### config.mk
export PLATFORM = sky130hd
export DESIGN_NAME = gpio_tap_ctrl
export DESIGN_NICKNAME = d
export VERILOG_FILES = /design/src/rtl/gpio_tap_pkg.sv /design/src/rtl/gpio_bus_decode.sv /design/src/rtl/gpio_reg_bank.sv /design/src/rtl/gpio_edge_notify.sv /design/src/rtl/gpio_tap_ctrl.sv
export SDC_FILE = /design/constraint.sdc
export NUM_CORES = 2
export LEC_CHECK = 0
export ABC_AREA = 1
export BUFFER_PORTS_ARGS = -buffer_cell sky130_fd_sc_hd__buf_4
export CAP_MARGIN = 20
export CORE_MARGIN = 2
export CORE_UTILIZATION = 45
export CTS_BUF_LIST = sky130_fd_sc_hd__clkbuf_16
export DETAILED_ROUTE_END_ITERATION = 10
export GPL_TIMING_DRIVEN = 1
export SKIP_CTS_REPAIR_TIMING = 1
export SYNTH_ARGS = -nofsm -noshare
export SYNTH_HDL_FRONTEND = slang
export SYNTH_SLANG_ARGS = --single-unit
export TNS_END_PERCENT = 1
### constraint.sdc
create_clock -name clk -period 2.9 [get_ports clk]
set_input_delay 0.29 -clock clk [delete_from_list [all_inputs] [get_ports clk]]
set_output_delay 0.29 -clock clk [all_outputs]
set_load 0.02 [all_outputs]
### src/rtl/gpio_tap_pkg.sv
package gpio_tap_pkg;
  localparam int DATA_W    = 32;
  localparam int NUM_WORDS = 23;
  localparam int IDX_W     = $clog2(NUM_WORDS);
  localparam int ADDR_W    = IDX_W + 2;
  localparam int BE_W      = DATA_W / 8;

  localparam logic [IDX_W-1:0] IDX_A_OUT = 5'h00;
  localparam logic [IDX_W-1:0] IDX_A_IN  = 5'h01;
  localparam logic [IDX_W-1:0] IDX_A_OE  = 5'h02;
  localparam logic [IDX_W-1:0] IDX_D_OUT = 5'h10;
  localparam logic [IDX_W-1:0] IDX_D_IN  = 5'h11;
  localparam logic [IDX_W-1:0] IDX_D_OE  = 5'h12;

  localparam int BIT_ALE   = 6;
  localparam int BIT_CLE   = 5;
  localparam int BIT_CE    = 4;
  localparam int BIT_RDY   = 7;
  localparam int BIT_SCLK  = 1;
  localparam int BIT_SDI   = 4;
  localparam int BIT_SDO   = 4;
endpackage

### src/rtl/gpio_bus_decode.sv
module gpio_bus_decode
  import gpio_tap_pkg::*;
(
  input  logic [ADDR_W-1:0] addr,
  input  logic [BE_W-1:0]   be,
  output logic [IDX_W-1:0]  idx,
  output logic              acc_ok
);
  localparam logic [IDX_W:0] LIMIT = (IDX_W+1)'(NUM_WORDS);

  always_comb begin
    idx    = addr[ADDR_W-1:2];
    acc_ok = (be == {BE_W{1'b1}}) && ({1'b0, idx} < LIMIT);
  end
endmodule

### src/rtl/gpio_reg_bank.sv
module gpio_reg_bank
  import gpio_tap_pkg::*;
(
  input  logic                               clk,
  input  logic                               rst_n,
  input  logic                               wr_en,
  input  logic [IDX_W-1:0]                   wr_idx,
  input  logic [DATA_W-1:0]                  wr_data,
  output logic [NUM_WORDS-1:0][DATA_W-1:0]   words
);
  for (genvar g = 0; g < NUM_WORDS; g++) begin : g_word
    if (g == int'(IDX_A_IN) || g == int'(IDX_D_IN)) begin : g_view
      assign words[g] = '0;
    end else begin : g_store
      always_ff @(posedge clk) begin
        if (!rst_n)                                   words[g] <= '0;
        else if (wr_en && wr_idx == IDX_W'(g))        words[g] <= wr_data;
      end
    end
  end
endmodule

### src/rtl/gpio_edge_notify.sv
module gpio_edge_notify (
  input  logic clk,
  input  logic rst_n,
  input  logic hit,
  input  logic old_clk,
  input  logic new_clk,
  input  logic new_data,
  output logic evt,
  output logic level,
  output logic data
);
  always_ff @(posedge clk) begin
    if (!rst_n) begin
      evt   <= 1'b0;
      level <= 1'b0;
      data  <= 1'b0;
    end else begin
      evt <= hit && (old_clk != new_clk);
      if (hit && (old_clk != new_clk)) begin
        level <= new_clk;
        data  <= new_data;
      end
    end
  end
endmodule

### src/rtl/gpio_tap_ctrl.sv
module gpio_tap_ctrl
  import gpio_tap_pkg::*;
(
  input  logic              clk,
  input  logic              rst_n,
  input  logic              bus_wr,
  input  logic              bus_rd,
  input  logic [ADDR_W-1:0] bus_addr,
  input  logic [BE_W-1:0]   bus_be,
  input  logic [DATA_W-1:0] bus_wdata,
  output logic [DATA_W-1:0] bus_rdata,
  output logic              bus_rvalid,
  input  logic              flash_rdy,
  input  logic              sensor_sdo,
  output logic              flash_ale,
  output logic              flash_cle,
  output logic              flash_ce,
  output logic              sclk_evt,
  output logic              sclk_level,
  output logic              sclk_sdi
);
  logic [IDX_W-1:0]                 idx;
  logic                             acc_ok;
  logic                             wr_en;
  logic [NUM_WORDS-1:0][DATA_W-1:0] words;
  logic [DATA_W-1:0]                view;

  gpio_bus_decode u_dec (
    .addr   (bus_addr),
    .be     (bus_be),
    .idx    (idx),
    .acc_ok (acc_ok)
  );

  assign wr_en = bus_wr && acc_ok;

  gpio_reg_bank u_bank (
    .clk     (clk),
    .rst_n   (rst_n),
    .wr_en   (wr_en),
    .wr_idx  (idx),
    .wr_data (bus_wdata),
    .words   (words)
  );

  gpio_edge_notify u_edge (
    .clk      (clk),
    .rst_n    (rst_n),
    .hit      (wr_en && idx == IDX_D_OUT),
    .old_clk  (words[IDX_D_OUT][BIT_SCLK]),
    .new_clk  (bus_wdata[BIT_SCLK]),
    .new_data (bus_wdata[BIT_SDI]),
    .evt      (sclk_evt),
    .level    (sclk_level),
    .data     (sclk_sdi)
  );

  assign flash_ale = words[IDX_A_OUT][BIT_ALE];
  assign flash_cle = words[IDX_A_OUT][BIT_CLE];
  assign flash_ce  = words[IDX_A_OUT][BIT_CE];

  always_comb begin
    view = '0;
    if (acc_ok) begin
      case (idx)
        IDX_A_IN: begin
          view = words[IDX_A_OUT] & words[IDX_A_OE];
          view[BIT_RDY] = view[BIT_RDY] | flash_rdy;
        end
        IDX_D_IN: begin
          view = words[IDX_D_OUT] & words[IDX_D_OE];
          view[BIT_SDO] = view[BIT_SDO] | sensor_sdo;
        end
        default: view = words[idx];
      endcase
    end
  end

  always_ff @(posedge clk) begin
    if (!rst_n) begin
      bus_rdata  <= '0;
      bus_rvalid <= 1'b0;
    end else begin
      bus_rvalid <= bus_rd;
      bus_rdata  <= bus_rd ? view : '0;
    end
  end
endmodule

==> results.md <==
- Number of vias per cell: 5.680
- Clock slew at reported path FFs: 0.06 ns
- Unique masters post-synth: 26
- Crit path arrival time: 2.60 ns
- H-Tree Depth: 3
- Syn-to-layout area delta: 11.40%
- Die Span Y: 276.2 um
- WHS: 0.03842 ns
- Hold Path Class: input port to flop
- Pleak: 14.55 nW
- Setup TNS: 0 ns
- Crit path from: bus_addr[3]
- Area of the multi-input gates: 16900 um2
- Post-synth EDFFs: 0
- #FFs+latches synth: 708
- Overflow after GRT: 0
- Reg2Reg Capture Point: bus_rdata[26]$_SDFF_PN0_
- Largest net degree at the start of global routing: 140
- Met2 capacity usage during global routing: 0.5056
- Post-synth ARST share: 0
- Worst EP required: 3.43 ns
- Worst skew pair latency: 0.64 ns
- IO Port Bufs: 85
- Slew @ Worst Pin: 0.8286 ns
- Hold Crit Depth: 3
- Slowest library cell on the worst path: buf_4
- Final Hold Viols: 0
- Antenna viol nets, final: 0
- Filler cells: 7601
- Minimum clock period: 2.072 ns
- Final nets: 5070
- I/O pin cnt: 88
- Initial antenna violation count: 7
- Critical Path End Type: flop
- Detailed Routing Iterations Pass 1: 6
- Fin util: 0.5072
- Initial Util: 0.4553
- Root Buffer Master: clkbuf_16
- TritonCTS clock tree: yes
- Synth top cells by count: nand2_1 (1809), nand3_1 (893), dfxtp_1 (708)
- Routability Congestion: 0.9320
- Final period util: 0.7146
- DRT Wirelength: 125300 um
- Most used routing layer: met2
- GRT Resource Usage Total: 0.3168
- R2R depth: 8
- Vias in the first global route: 31.24k
- R2R Path Start: u_bank.words[442]$_SDFFE_PN0P_
- Num CTS Buffers: 81
- Final cell count without fillers: about 6.0k
- Slew Viols, Final: 0
- Synth top area share: 0.4252
- Met1 Use GR: 0.4137
- GR Util met3: 0.04310
- Core area: 73210 um2
- Pwr Total: 0.02073 W
- Die W: 276.2 um
- Main synth FF type: dfxtp_1
- DPL Wire Length: 76820 um
- Iteration-0 DRC Markers: 3693
- Synthesis warning total: 0
- Dominant cell type by area after synthesis: dfxtp_1
- Final setup vio count: 0
- VDD IR max: 0.4589 mV
- Synthesized Nets: 5247
- CTS max path bufs: 3
- Critical path buffers and inverters: 3
- Max stage delay on crit path: 0.58 ns
- Layout cells sized above 1: 0.07410
- Residual DRC: 0
- Post-synthesis sequential area ratio: 0.4252
- Status: finished, final reports clean
- Internal reg-to-reg setup slack: 1.36 ns
- CP Class: input port to flop
- FP Rows: 99
- First-pass GRT wire length: 191000 um
- Worst-path fanout max: 49
- DR WL/cell: 20.72 um
- RSZ-0062 raised after global routing: false
- Skew final: 0.02321 ns
- Clk sinks: 708
- DR vias: 34.35k
- Mean Syn Cell Area: about 6.4 um2
- Most frequent CP cell: buf_4
- Die area: 76270 um2
- Register Area: around 14000 um2
- Max_slew headroom: 0.4457
- CP Cell Sequence: buf_6 -> nand2_2 -> a21oi_2 -> nor2_4 -> nand2_4 -> buf_4 -> nor2_2 -> buf_4 -> o21ai_0 -> nor2_1
- Top-count cell post-synth: nand2_1
- Hold Path Origin: bus_wdata[4]
- Mapped Cells: 5198
- CP startpoint kind: input port
- Cell family with most CP delay: buffers and inverters
- Placed cells: between 5k and 6k
- Maximum clock rate: 482.5 MHz
- Worst Hold Endpoint: u_edge.data$_SDFFE_PN0P_
- Max-Cap Viols: 0
- Cell Area, Synth: 33330 um2
- Power per cell area: approximately 560 nW/um2
- Synth area leaders: dfxtp_1 (43%), nand2_1 (20%), nand3_1 (13%), a21oi_1 (7.8%), nor2_1 (5.6%)
power by group:
part | switching, W | internal, W | leakage, nW
clock network | 0.00433 | 0.00535 | 1.29
logic | 0.00105 | 0.000257 | 7.56
registers | 0.00000433 | 0.00973 | 5.70
routing by layer:
metal	up-vias	wire length, um
met1	16270	51870
met2	1302	57600
li1	16450	-
met3	323	8322
met5	-	78
met4	12	7427
registers in the layout, summed over array words and instances, names as in the netlist:
name	cells
bus_rvalid	1
u_edge.data	1
u_edge.level	1
bus_rdata	32
u_bank.words	672
u_edge.evt	1
worst max-delay path by stage:
stage                                          end  depth (start not counted)
finish              u_bank.words[529]$_SDFFE_PN0P_                         10
global route        u_bank.words[542]$_SDFFE_PN0P_                         10
CTS                 u_bank.words[529]$_SDFFE_PN0P_                         10
detailed placement  u_bank.words[536]$_SDFFE_PN0P_                         10
global placement    u_bank.words[517]$_SDFFE_PN0P_                         10
floorplan           u_bank.words[100]$_SDFFE_PN0P_                         11
layout make-up:
cell class	instances	area share
Clock inverter	69	0.01109
Inverter	97	0.01041
Multi-Input combinational cell	3915	0.4552
Tap cell	959	0.03231
Antenna cell	1	0.00006739
Clock buffer	81	0.05459
Timing Repair Buffer	218	0.05462
Sequential cell	708	0.3817
placed cells by master (no fill, tap or decap), drive strengths merged, types with 70 or more instances in the layout:
master and instances:
a21oi 521, nor2 510, clkbuf 82, nor3 76, dfxtp 708, nand3 893
o21ai 70, inv 123, nand2 1814, buf 216
per-stage QoR:
step	cell area (um2)	setup WS [ns]
6_report	37130	0.8276
5_1_grt	37130	0.7503
4_1_cts	37120	0.9338
3_5_place_dp	34680	0.2673
3_3_place_gp	34680	0.2897
2_1_floorplan	33330	1.178
worst reg2reg max path: stages, from the launching register on:
cell and delay (ns):
dfxtp_1 0.31, nand3_1 0.07, nand2_1 0.07, nor2_1 0.22, nor2_1 0.11, nor2_1 0.27
nand2_1 0.10, nand2_1 0.10, a21oi_1 0.14
kinds of logic after synthesis:
logic type / synth area share
buffers and inverters: 0.07102
and+or+nand+nor: 0.4133
AOI/OAI and AO/OA: 0.09016
DFF: 0.4252
xor gates and xnor gates: 0.0002628
Power figures use the tool's default switching activity.
